`config.mk`:
```
export PLATFORM = sky130hd
export DESIGN_NAME = isp_ctrl_unit
export DESIGN_NICKNAME = d
export VERILOG_FILES = /design/src/rtl/isp_ctrl_pkg.sv /design/src/rtl/isp_key_seq.sv /design/src/rtl/isp_ctl_bits.sv /design/src/rtl/isp_wake_track.sv /design/src/rtl/isp_ctrl_unit.sv
export SDC_FILE = /design/constraint.sdc
export NUM_CORES = 1
export LEC_CHECK = 0
export BUFFER_PORTS_ARGS = -buffer_cell sky130_fd_sc_hd__clkbuf_2
export CAP_MARGIN = 0
export CORE_AREA = 2 2 39 41
export CTS_CLUSTER_SIZE = 28
export DETAILED_ROUTE_END_ITERATION = 8
export DIE_AREA = 0 0 41 43
export GPL_TIMING_DRIVEN = 0
export PLACE_DENSITY = 0.74
export SYNTH_ARGS = -nofsm -noshare
export SYNTH_HDL_FRONTEND = slang
export SYNTH_SLANG_ARGS = --single-unit
```
`constraint.sdc`:
```
create_clock -name clk -period 3.26 [get_ports clk]
set_input_delay 0 -clock clk [delete_from_list [all_inputs] [get_ports clk]]
set_output_delay 0 -clock clk [all_outputs]
set_load 0.02 [all_outputs]
```
`src/rtl/isp_ctrl_pkg.sv`:
```
package isp_ctrl_pkg;

    localparam int DATA_W    = 8;
    localparam int BIT_PROG  = 0;
    localparam int BIT_BANK  = 1;
    localparam int BIT_AUX   = 4;
    localparam int BIT_SWRST = 7;

    typedef enum logic [1:0] {
        KS_LOCKED = 2'd0,
        KS_HALF   = 2'd1,
        KS_OPEN   = 2'd2
    } key_state_e;

    typedef struct packed {
        logic aux;
        logic bank;
        logic prog;
    } ctl_fields_t;

    function automatic logic is_reset_combo(input logic [DATA_W-1:0] d);
        return d[BIT_SWRST] & d[BIT_BANK] & d[BIT_PROG];
    endfunction

    function automatic ctl_fields_t fields_from(input logic [DATA_W-1:0] d);
        ctl_fields_t f;
        f.aux  = d[BIT_AUX];
        f.bank = d[BIT_BANK];
        f.prog = d[BIT_PROG];
        return f;
    endfunction

    function automatic logic [DATA_W-1:0] read_view(input ctl_fields_t f, input logic ldr);
        logic [DATA_W-1:0] v;
        v            = '0;
        v[BIT_PROG]  = f.prog;
        v[BIT_BANK]  = f.bank;
        v[BIT_AUX]   = f.aux;
        v[BIT_SWRST] = ldr;
        return v;
    endfunction

endpackage

```
`src/rtl/isp_key_seq.sv`:
```
module isp_key_seq
    import isp_ctrl_pkg::*;
#(
    parameter logic [DATA_W-1:0] KEY_FIRST  = 8'h87,
    parameter logic [DATA_W-1:0] KEY_SECOND = 8'h59
) (
    input  logic              clk,
    input  logic              rst,
    input  logic              key_wr,
    input  logic [DATA_W-1:0] key_data,
    input  logic              clear,
    output logic              unlocked
);
    key_state_e state_q, state_d;

    always_comb begin
        state_d = state_q;
        if (clear) begin
            state_d = KS_LOCKED;
        end else if (key_wr) begin
            if (key_data == KEY_FIRST)
                state_d = KS_HALF;
            else if (key_data == KEY_SECOND && state_q == KS_HALF)
                state_d = KS_OPEN;
            else
                state_d = KS_LOCKED;
        end
    end

    always_ff @(posedge clk) begin
        if (rst) state_q <= KS_LOCKED;
        else     state_q <= state_d;
    end

    assign unlocked = (state_q == KS_OPEN);
endmodule

```
`src/rtl/isp_ctl_bits.sv`:
```
module isp_ctl_bits
    import isp_ctrl_pkg::*;
(
    input  logic              clk,
    input  logic              rst,
    input  logic              ctl_wr,
    input  logic [DATA_W-1:0] wdata,
    input  logic              loader_boot,
    output ctl_fields_t       fields,
    output logic              swrst_req,
    output logic              swrst_fire,
    output logic              prog_next
);
    ctl_fields_t q, d;

    always_comb begin
        swrst_fire = ctl_wr && is_reset_combo(wdata) && !loader_boot;
        d = q;
        if (swrst_fire)  d = '0;
        else if (ctl_wr) d = fields_from(wdata);
        prog_next = d.prog;
    end

    always_ff @(posedge clk) begin
        if (rst) begin
            q         <= '0;
            swrst_req <= 1'b0;
        end else begin
            q         <= d;
            swrst_req <= swrst_fire;
        end
    end

    assign fields = q;
endmodule

```
`src/rtl/isp_wake_track.sv`:
```
module isp_wake_track (
    input  logic clk,
    input  logic rst,
    input  logic wake_irq,
    input  logic prog_now,
    input  logic prog_next,
    input  logic swrst_fire,
    output logic active
);
    logic active_q;

    always_ff @(posedge clk) begin
        if (rst)                        active_q <= 1'b0;
        else if (swrst_fire || !prog_next) active_q <= 1'b0;
        else if (wake_irq && prog_now)  active_q <= 1'b1;
    end

    assign active = active_q;
endmodule

```
`src/rtl/isp_ctrl_unit.sv`:
```
module isp_ctrl_unit
    import isp_ctrl_pkg::*;
#(
    parameter int                ADDR_W     = 8,
    parameter logic [ADDR_W-1:0] KEY_ADDR   = 8'hF6,
    parameter logic [ADDR_W-1:0] CTL_ADDR   = 8'hBF,
    parameter logic [DATA_W-1:0] KEY_FIRST  = 8'h87,
    parameter logic [DATA_W-1:0] KEY_SECOND = 8'h59
) (
    input  logic              clk,
    input  logic              rst,
    input  logic              sfr_wr,
    input  logic [ADDR_W-1:0] sfr_addr,
    input  logic [DATA_W-1:0] sfr_wdata,
    input  logic              wake_irq,
    input  logic              loader_boot,
    output logic [DATA_W-1:0] ctl_rdata,
    output logic              prog_en,
    output logic              boot_sel,
    output logic              aux_ram_en,
    output logic              swrst_req,
    output logic              isp_active
);
    logic        key_hit, ctl_hit, unlocked, swrst_fire, prog_next;
    ctl_fields_t fields;

    assign key_hit = sfr_wr && (sfr_addr == KEY_ADDR);
    assign ctl_hit = sfr_wr && (sfr_addr == CTL_ADDR);

    isp_key_seq #(.KEY_FIRST(KEY_FIRST), .KEY_SECOND(KEY_SECOND)) u_key (
        .clk(clk), .rst(rst), .key_wr(key_hit), .key_data(sfr_wdata),
        .clear(swrst_fire), .unlocked(unlocked)
    );

    isp_ctl_bits u_bits (
        .clk(clk), .rst(rst), .ctl_wr(ctl_hit && unlocked), .wdata(sfr_wdata),
        .loader_boot(loader_boot), .fields(fields), .swrst_req(swrst_req),
        .swrst_fire(swrst_fire), .prog_next(prog_next)
    );

    isp_wake_track u_wake (
        .clk(clk), .rst(rst), .wake_irq(wake_irq), .prog_now(fields.prog),
        .prog_next(prog_next), .swrst_fire(swrst_fire), .active(isp_active)
    );

    assign prog_en    = fields.prog;
    assign boot_sel   = fields.bank;
    assign aux_ram_en = fields.aux;
    assign ctl_rdata  = read_view(fields, loader_boot);
endmodule

```
== After elaboration in Yosys (flattened, before gate mapping) ==
Index checks and enable logic that the tools add are counted.

* Register bits after elaboration: 7
* Bits of input ports: 21
* Logic and storage cells: 30

* Equal/unequal tests: 6
* Mux-type cells: 4
* Bitwise operators: 2
* Reduce and logical (&&, ||, !) cells: 12

{| class="wikitable"
|+ Operators by type and width
! operator !! count
|-
| $eq 8x8->1 const B || 3
|-
| $eq 8x7->1 const B || 1
|-
| $logic_and 1x1->1 || 7
|-
| $mux 2 || 2
|-
| $reduce_or 2->1 || 2
|-
| $and 1x1->1 || 2
|-
| $eq 2x1->1 const B || 1
|-
| $eq 2x2->1 const B || 1
|-
| $logic_not 1->1 || 2
|-
| $mux 1 || 2
|-
| $logic_or 1x1->1 || 1
|}

== Logic depth before layout (Yosys ltp) ==
Gate-level depths: netlist of the first run.

* Depth after elaboration: 9
* Mapped depth: 4
* Gate-level depth less buffers: 4

== Hierarchy ==
From an unflattened synthesis of the first run, not the netlist that was laid out.

* Cells, all modules: 48
* Area total of the unflattened synthesis: 437.9 µm²

{| class="wikitable"
|+ Modules (own cells, without submodules)
! module !! instances !! cells each !! area each (µm²) !! seq. area each (µm²)
|-
| isp_ctl_bits || 1 || 14 || 163.9 || 80.1
|-
| isp_key_seq || 1 || 16 || 127.6 || 40.0
|-
| isp_ctrl_unit || 1 || 15 || 106.4 || 0.0
|-
| isp_wake_track || 1 || 3 || 40.0 || 20.0
|}

== Least setup slack after synthesis of the first run ==
Ideal clock, no wire load.

* Kind: flip-flop to flip-flop
* Start: register u_key.state_q[0]
* End: register u_wake.active_q (netlist: u_wake.active)
* Data arrival time: 1.081 ns
* Required time: 3.139 ns
* Setup slack: 2.058 ns
* Stages on the path, launching flop included: 5
* Buffers on the path: 0
* Clock period less this slack: 1.202 ns
* Cells stage by stage: dfxtp_1 -> nand4b_1 -> nor4_4 -> mux2i_1 -> nor3_2

* Cells in the longest elaborated chain, start to end: 8
* Elaborated cells on any way between the ends: 9

{| class="wikitable"
|+ RTL lines
! what !! line !! text
|-
| from (decl) || isp_key_seq.sv:14 || <nowiki>key_state_e state_q, state_d;</nowiki>
|-
| from (signal assigned) || isp_key_seq.sv:32 || <nowiki>else state_q <= state_d;</nowiki>
|-
| $eq 2x2->1 * || isp_key_seq.sv:35 || <nowiki>assign unlocked = (state_q == KS_OPEN);</nowiki>
|-
| $logic_and 1x1->1 * || isp_ctrl_unit.sv:36 || <nowiki>.clk(clk), .rst(rst), .ctl_wr(ctl_hit && unlocked), .wdata(sfr_wdata),</nowiki>
|-
| $logic_and 1x1->1 (2 in a row) || isp_ctl_bits.sv:17 || <nowiki>swrst_fire = ctl_wr && is_reset_combo(wdata) && !loader_boot;</nowiki>
|-
| $mux 1 || isp_ctl_bits.sv:19 || <nowiki>if (swrst_fire) d = '0;</nowiki>
|-
| $logic_not 1->1 || isp_wake_track.sv:14 || <nowiki>else if (swrst_fire || !prog_next) active_q <= 1'b0;</nowiki>
|-
| $logic_or 1x1->1 * || isp_wake_track.sv:14 ||
|-
| $reduce_or 2->1 (no source line) * || -- ||
|-
| to (signal assigned) || isp_wake_track.sv:13 || <nowiki>if (rst) active_q <= 1'b0;</nowiki>
|-
| to (signal assigned) || isp_wake_track.sv:14 ||
|-
| to (signal assigned) || isp_wake_track.sv:15 || <nowiki>else if (wake_irq && prog_now) active_q <= 1'b1;</nowiki>
|-
| to (decl) || isp_wake_track.sv:10 || <nowiki>logic active_q;</nowiki>
|}

Every way passes the cells marked *; elsewhere a longest branch is shown, timed or not.
A chain may end at the register's enable or synchronous reset.

== Worst setup path in the final report of the first run ==
Ends and elaborated chain as after synthesis.

==> results of run 1 <==
## sequential cells by signal, indices dropped and copies added, names as in the netlist
name,count
u_bits.fields,3
u_key.state_q,2
u_bits.swrst_req,1
u_wake.active,1
## worst max-delay path, stage by stage (launching register included)
cell and delay, ns:
dfxtp_1 0.32, nand4b_1 0.22, nor4_4 0.29, mux2i_1 0.30
nor3_2 0.07
## cells in the mapped netlist (all sizes together)
cell / count
nor3: 3
conb: 1
dfxtp: 7
mux2i: 3
nand3: 2
nand4b: 4
nand4: 1
nand4bb: 1
inv: 1
nor4: 4
nor2: 1
a21oi: 3
nand2b: 4
nand2: 1
nor2b: 1
buf: 8
and2: 2
## power breakdown
group          internal [W]   total, W   switching [W]
logic             0.0000161  0.0000334       0.0000173
clock network     0.0000467  0.0000786       0.0000319
registers         0.0000857  0.0000857  0.000000000127
## layout make-up
class / count / area, µm²
inverters: 1 / 3.754
well taps: 16 / 20.02
multi-input cells: 34 / 264.0
flip-flops and latches: 7 / 140.1
fillers: 143 / 724.4
plain buffers: 8 / 60.06
clock buffers: 4 / 26.28
repair buffers: 29 / 145.1
## through the flow
step / hold slack [ns] / area [µm²] / worst slack [ns] / util [%]
finish: 0.01356 / 659.4 / 1.952 / 47.65
global route: 0.02934 / 659.4 / 1.794 / 47.65
CTS: 0.002602 / 659.4 / 1.928 / 47.65
detailed placement: 0.2722 / 633.1 / 1.949 / 45.75
global placement: 0.2689 / 633.1 / 1.940 / 45.75
floorplan: 0.06907 / 467.9 / 2.058 / -
## final timing paths
| kind | startpoint | cells past startpoint | end |
|---|---|---|---|
| worst max-delay path | u_key.state_q[0] | 4 | u_wake.active |
| worst min-delay path | rst | 2 | u_bits.fields[2] |
| worst max register to register | u_key.state_q[0] | 4 | u_wake.active |
| worst min register to register | u_bits.fields[1] | 2 | u_bits.fields[1] |
## placed cells by master, fill, tap and decap left out, drive strengths merged, types with 2 or more instances in the layout
master / synthesis / routed
a21oi: 3 / 3
and2: 2 / 2
buf: 8 / 8
clkbuf: 0 / 33
conb: 1 / 4
dfxtp: 7 / 7
mux2i: 3 / 3
nand2b: 4 / 4
nand3: 2 / 2
nand4b: 4 / 4
nor3: 3 / 3
nor4: 4 / 4
## kinds of logic after synthesis
group,share of synthesized area (%)
compound gates,3.287
buf+inv,13.97
flops,30.68
mux,6.576
other cells,0.8211
simple gates,44.65
## metal layers
metal	track usage [%]	vias to the layer above
met5	0	-
met4	4.000	0
met3	6.806	0
met2	18.13	29
met1	14.94	174
li1	-	229
==> results.cfg, run 1 <==
[outcome]
status = finished clean

[routing]
routed-wl-met2_um = 414
vias_per_cell = 4.364
num_vias = 432
first_pass_iters = 4
drc = 0
drt_iter0_drc = 8
highest_layer = met3
ant_nets = 0
wl_met1_um = 342
dr_wl_met3_um = 132
totalWireLength_um = 890
avgRoutedWirePerCell_um = 8.990

[clock_network]
cts_made_buffers = 3
clk_pin_slew_ns = 0.05
clk_path_buf_depth = 2
tritoncts = yes
ctsHoldBuffers = 0
post-cts-setup-buffer-count = 0
clock_sinks = 7
clk_latency_ns = 0.25
htreeDepth = 1
clock-root-buffer = clkbuf_4
post_cts_resized = 0

[global_routing]
track_usage_pct = 12.39
grt_antenna_before_repair = 0
grt_max_degree = 8
grt_pass1_vias = 391
grt_pass1_wl_um = 1490
overflow = 0

[layout]
diodes = 0
area_delta_synth_final_pct = 44.38
fin_nets = 105
final_cells = 99
layout-drive-gt1-share_pct = 53.01

[yosys]
synth_area_per_cell_um2 = 9.717
syn-instance-count = 47
syn_area_um2 = 456.7
yosysUniqueCellTypes = 19
synth_top_area_share_pct = 30.68
yosys_warnings = 0
yosysTopAreaCell = dfxtp_1
ys_seq_area_share_pct = 30.68
ys_ff_latch = 7
synthTopCellsByArea = dfxtp_1 (31%), buf_4 (13%), nor4_4 (9.3%)

[sta]
period_share_pct = 40.12
finalSetupViolCount = 0
rsz0062_at_grt = false
clock_skew_ns = 0.001183
hold_viol = 0
period_needed_ns = 1.308
maxSlewViolCount = 0
fmax_ghz = 0.7645
fin_tns_setup_ns = 0

[floorplan]
die_area_um2 = 1763
dieWidth_um = 41
fp.coreArea_um2 = 1384
io_pins = 34
rows = 14
start_util_pct = 33.00
die_height_um = 43

[worst_setup_path]
critical_path_arrival_ns = 1.45
worst_setup_path_start_kind = flip-flop
end_kind = flip-flop
worstPathRequired_ns = 3.40
regToRegSetupSlack_ns = 1.95
path_class = reg -> reg
critPathMaxFanout = 6

[power]
power-per-cell-area_nw_per_um2 = 299.7
power_w = 0.0001976
p_leak_nw = 0.3075
max-vdd-ir-drop_mv = 0.2120

[placement]
place_hpwl_um = 762.2
dp.cells = 95
port_buffers = 29
gp_congestion = 0.7550

[worst_hold_path]
min_path_type = in -> reg

[flow_run]
maxCapViolCount = 0
(Power assumes the default switching activity.)
==> run 2: changes to the inputs <==
ABC_AREA = 1   (was default)
PLACE_DENSITY = 0.76   (was 0.74)
clock period = 1.3 ns   (was 3.26 ns; I/O delays follow)
==> results.cfg, run 2 <==
[sta]
clock_skew_ns = 0.006067
worst_slack_ns = 0.2093
rsz0062_at_grt = false
hold_viol = 0
period_share_pct = 83.90
fin_tns_setup_ns = 0
whs_ns = 0.002810
finalSetupViolCount = 0
fmax_ghz = 0.9168
maxSlewViolCount = 0
period_needed_ns = 1.091

[routing]
vias_per_cell = 4.280
drc = 0
num_vias = 535
ant_nets = 0
first_pass_iters = 4
drt_iter0_drc = 6
totalWireLength_um = 1084
avgRoutedWirePerCell_um = 8.672

[power]
max-vdd-ir-drop_mv = 0.3946
p_leak_nw = 0.3635
power-per-cell-area_nw_per_um2 = 735.6

[clock_network]
cts_made_buffers = 3
clk_pin_slew_ns = 0.06
post_cts_resized = 0
htreeDepth = 1
post-cts-setup-buffer-count = 0
clock-root-buffer = clkbuf_4
tritoncts = yes
clk_latency_ns = 0.26
clock_sinks = 7
clk_path_buf_depth = 2

[layout]
layout-drive-gt1-share_pct = 43.12
final_common_cell = clkbuf_2
utilization_pct = 50.54
diodes = 0
final_cell_mix = clkbuf_2 (29), nand2_1 (17), nor2_1 (10), buf_4 (8)
final_cells = 125
largest_reg_flops = 3
area_delta_synth_final_pct = 43.70
fin_nets = 131

[global_routing]
grt_pass1_wl_um = 1759
grt_antenna_before_repair = 0
overflow = 0
grt_max_degree = 7
track_usage_pct = 14.59
grt_pass1_vias = 481

[yosys]
yosysUniqueCellTypes = 17
synth_top_family_by_area = simple AND/OR/NAND/NOR gates
yosys_warnings = 0
yosysTopAreaCell = dfxtp_1
synthTopCellsByArea = dfxtp_1 (29%), nand2_1 (13%), buf_4 (12%)
synth_enable_flop_cells = 0
syn_area_um2 = 486.7
synth_fa_ha_area_share_pct = 0
synth_top_cells_by_count = nand2_1 (17), nor2_1 (10), buf_4 (8), dfxtp_1 (7), inv_1 (7)
synth-simple-area-share_pct = 45.50
ys_ff_latch = 7
synth_area_per_cell_um2 = 6.760
synth_top_area_share_pct = 28.79
synth_compound_area_share_pct = 6.427
syn-instance-count = 72
synthMostInstantiatedCell = nand2_1
synth_mux_area_share_pct = 0
synthArstFlopShare_pct = 0
synth_xor_area_share_pct = 0
ys_seq_area_share_pct = 28.79
yosys_most_used_dff = dfxtp_1

[worst_setup_path]
cp_num_cells = 8
ff2ff_path_depth = 8
max_stage_delay_ns = 0.33
critPathMaxFanout = 6
worstPathRequired_ns = 1.45
critPathBufInv = 1
path_class = reg -> reg
path_delay_family = simple AND/OR/NAND/NOR gates
worst_path_most_repeated_cell = nor2_1
crit_slowest_cell = dfxtp_1
worst_setup_path_start_kind = flip-flop
critical_path_arrival_ns = 1.24
end_kind = flip-flop
worstPathCellList = inv_1 > nand2_2 > nor2_4 > nand3_4 > nor2_1 > nor2_1 > nand2_1 > nor2_1

[floorplan]
dieWidth_um = 41
die_area_um2 = 1763
fp.coreArea_um2 = 1384
rows = 14
start_util_pct = 35.17
io_pins = 34
die_height_um = 43

[placement]
port_buffers = 29
dp.cells = 120
post-place-ws_ns = 0.2286
place_hpwl_um = 896.2
gp_congestion = 0.8263

[worst_hold_path]
min_path_type = in -> reg
hold_depth = 3

[outcome]
status = finished clean

[flow_run]
maxCapViolCount = 0
[run 2: cell count changes after synthesis, moves of 4 or more]
cell      before  now
nand4b_1       4    0
nand2_1        1   17
inv_1          1    7
nand2b_1       4    0
nor2_1         1   10
nand4_1        0    4
[run 2: per-stage QoR]
| stage | cell area (µm²) | total power, W |
|---|---|---|
| floorplan | 498.0 | 0.0002683 |
| global placement | 663.1 | 0.0003083 |
| detailed placement | 663.1 | 0.0003102 |
| CTS | 699.4 | 0.0005189 |
| global route | 699.4 | 0.0005414 |
| finish | 699.4 | 0.0005145 |
[run 2: cell families (layout without fill, tap and decap cells)]
kind of cell    after synthesis  in the layout
compound gates                5              5
buf+inv                      16             50
flops                         7              7
other cells                   1              4
simple gates                 43             43
[run 2: final timing paths]
path,start,endpoint,slack (ns)
max reg2reg,u_key.state_q[0],u_wake.active,0.21
min reg2reg,u_bits.fields[1],u_bits.fields[1],0.48
max,u_key.state_q[0],u_wake.active,0.21
min,wake_irq,u_wake.active,0.003
[run 2: worst register-to-register path: stages (launching register included)]
cell and delay, ns:
dfxtp_1 0.33, inv_1 0.07, nand2_2 0.06, nor2_4 0.13, nand3_4 0.11, nor2_1 0.11
nor2_1 0.05, nand2_1 0.08, nor2_1 0.04
[run 2: area by class of cell]
type / count / area [µm²]
fill: 144 / 684.4
multi-input combinational: 52 / 267.8
timing repair buffer: 30 / 155.1
sequential: 7 / 140.1
buffer: 8 / 60.06
inverter: 8 / 30.03
clock buffer: 4 / 26.28
tap: 16 / 20.02
[run 2: what timing repair did]
item / CTS / global route
endpoints found under the hold margin: 1 / 0
endpoints found under the setup margin: 0 / 0
hold buffers: 1 / 0
[run 2: report_power, final]
group	switching [W]	leakage, nW	internal (W)
Clock	0.0000887	0.0150	0.000118
Combinational	0.0000489	0.292	0.0000441
Sequential	0.000000134	0.0563	0.000215
Total	0.000138	0.363	0.000377
[run 2: per-layer routing]
layer,wire (µm),GRT usage [%]
met4,28,10.00
met5,0,0
met1,422,15.21
met3,79,1.571
met2,553,25.00
==> run 3: changes to the inputs <==
ABC_AREA = 0   (was 1)
PLACE_DENSITY = 0.74   (was 0.76)
clock period = 1.1 ns   (was 1.3 ns; I/O delays follow)
==> results.cfg, run 3 (same netlist as run 1, synthesis figures left out) <==
[outcome]
status = finished with violations
violations = negative setup slack

[layout]
fin_nets = 107
layout-drive-gt1-share_pct = 58.82
final_cell_mix = clkbuf_2 (29), buf_4 (10), dfxtp_1 (5), nand4b_1 (4), conb_1 (4)
fillCellCount = 142
diodes = 0
final_common_cell = clkbuf_2
stdcell_area_um2 = 688.2
largest_reg_flops = 3
area_delta_synth_final_pct = 50.68

[global_routing]
grt_antenna_before_repair = 0
grt_pass1_wl_um = 1580
overflow = 0
grt_max_degree = 8
use_met1_pct = 14.56
grt_pass1_vias = 412
top_usage_layer = met2
track_usage_pct = 13.88
grt_use_met2_pct = 21.56
grtUsageMet3_pct = 6.283

[routing]
first_pass_iters = 2
avgRoutedWirePerCell_um = 10.21
totalWireLength_um = 1031
num_vias = 462
drc = 0
ant_nets = 0
drt_iter0_drc = 1
vias_per_cell = 4.574

[worst_setup_path]
end_kind = flip-flop
rr_endpoint = u_bits.fields[0]
critical_path_arrival_ns = 1.39
critPathCapture = u_bits.fields[0]
ff2ff_path_depth = 4
worstPathRequired_ns = 1.24
r2r-start = u_key.state_q[0]
path_class = reg -> reg
worst_setup_path_start_kind = flip-flop
critPathMaxFanout = 3
crit_path_start = u_key.state_q[0]
regToRegSetupSlack_ns = -0.15

[placement]
port_buffers = 29
place_hpwl_um = 795.3
placed_cell_area_um2 = 633.1
gp_congestion = 0.7277

[power]
pwr-share-seq_pct = 42.8
p_clk_share_pct = 40.2
power-per-cell-area_nw_per_um2 = 862.3
p_sw_share_pct = 25.82
p_int_w = 0.0004402
p_switching_w = 0.0001532
p_leak_nw = 0.3214
comb_power_share_pct = 17.1
max-vdd-ir-drop_mv = 0.5248

[clock_network]
clk_latency_ns = 0.26
clk_pin_slew_ns = 0.06
clock_sinks = 7
cts_made_buffers = 3
ctsHoldBuffers = 0
clk_path_buf_depth = 2
tritoncts = yes
htreeDepth = 1
clock-root-buffer = clkbuf_4

[sta]
fmax_ghz = 0.7974
fin_tns_setup_ns = -0.7615
hold_viol = 0
period_needed_ns = 1.254
maxSlewViolCount = 0
finalSetupViolCount = 7
whs_ns = 0.01848
worst_slack_ns = -0.1541
period_share_pct = 114.0
clock_skew_ns = 0.006736
rsz0062_at_grt = true

[floorplan]
rows = 14
die_area_um2 = 1763
die_height_um = 43
dieWidth_um = 41
start_util_pct = 33.00
io_pins = 34
fp.coreArea_um2 = 1384

[flow_run]
maxCapViolCount = 0

[worst_hold_path]
hold_depth = 2
min_path_type = in -> reg
==> run 3: cell count changes in the layout (fill, tap and decap cells not counted), moves of 3 or more <==
cell	previous run	this run
inv_1	7	1
nand2_1	17	1
nand2b_1	0	3
nand4_1	4	0
nand4b_1	0	4
nor2_1	10	1
nor2_4	3	0
==> run 3: worst min path at each step <==
stage,start,to,slack (ns)
2_1_floorplan,rst,u_bits.fields[1],0.07
5_1_grt,rst,u_bits.swrst_req,0.02
3_5_place_dp,rst,u_bits.fields[2],0.28
4_1_cts,rst,u_bits.fields[2],0.009
3_3_place_gp,rst,u_bits.fields[2],0.27
6_report,rst,u_bits.swrst_req,0.02
==> run 3: cell type report <==
| cell class | count | area, µm² | area share (%) |
|---|---|---|---|
| multi-input combinational | 34 | 275.3 | 40.00 |
| timing repair buffer | 31 | 160.2 | 23.27 |
| sequential | 7 | 142.6 | 20.73 |
| buffer | 8 | 60.06 | 8.727 |
| clock buffer | 4 | 26.28 | 3.818 |
| tap | 16 | 20.02 | 2.909 |
| inverter | 1 | 3.754 | 0.5455 |
==> run 3: metrics by stage <==
step	setup WS, ns	utilization (%)	total power, W	cells
floorplan	-0.1020	-	0.0003045	50
global placement	-0.2179	45.75	0.0003572	95
detailed placement	-0.2480	45.75	0.0003592	95
CTS	-0.1637	48.82	0.0006006	101
global route	-0.2613	49.73	0.0006251	101
finish	-0.1541	49.73	0.0005934	101
==> run 3: per-layer routing <==
| metal | routed length [µm] | share of wire [%] |
|---|---|---|
| met1 | 385 | 37 |
| met2 | 492 | 48 |
| met3 | 134 | 13 |
| met4 | 18 | 1.7 |
| met5 | 0 | 0 |
==> run 3: power groups by stage <==
| stage | logic [W] | registers (W) | clock network, W |
|---|---|---|---|
| floorplan | 0.0000454 | 0.000259 | 0 |
| global placement | 0.0000981 | 0.000259 | 0 |
| detailed placement | 0.000100 | 0.000259 | 0 |
| CTS | 0.000101 | 0.000254 | 0.000246 |
| global route | 0.000110 | 0.000253 | 0.000261 |
| finish | 0.000101 | 0.000254 | 0.000238 |
==> run 3: what timing repair did <==
item	4_1_cts	5_1_grt
setup buffers	2	0
resized for setup	1	3
pin swaps	2	1
gates cloned	0	0
setup endpoints to repair	7	7
==> run 3: critical path, cell delays in order (launching register included) <==
cell	delay [ns]
dfxtp_2	0.32
nand4b_1	0.20
nor4_4	0.25
mux2i_2	0.31
nor2_1	0.06
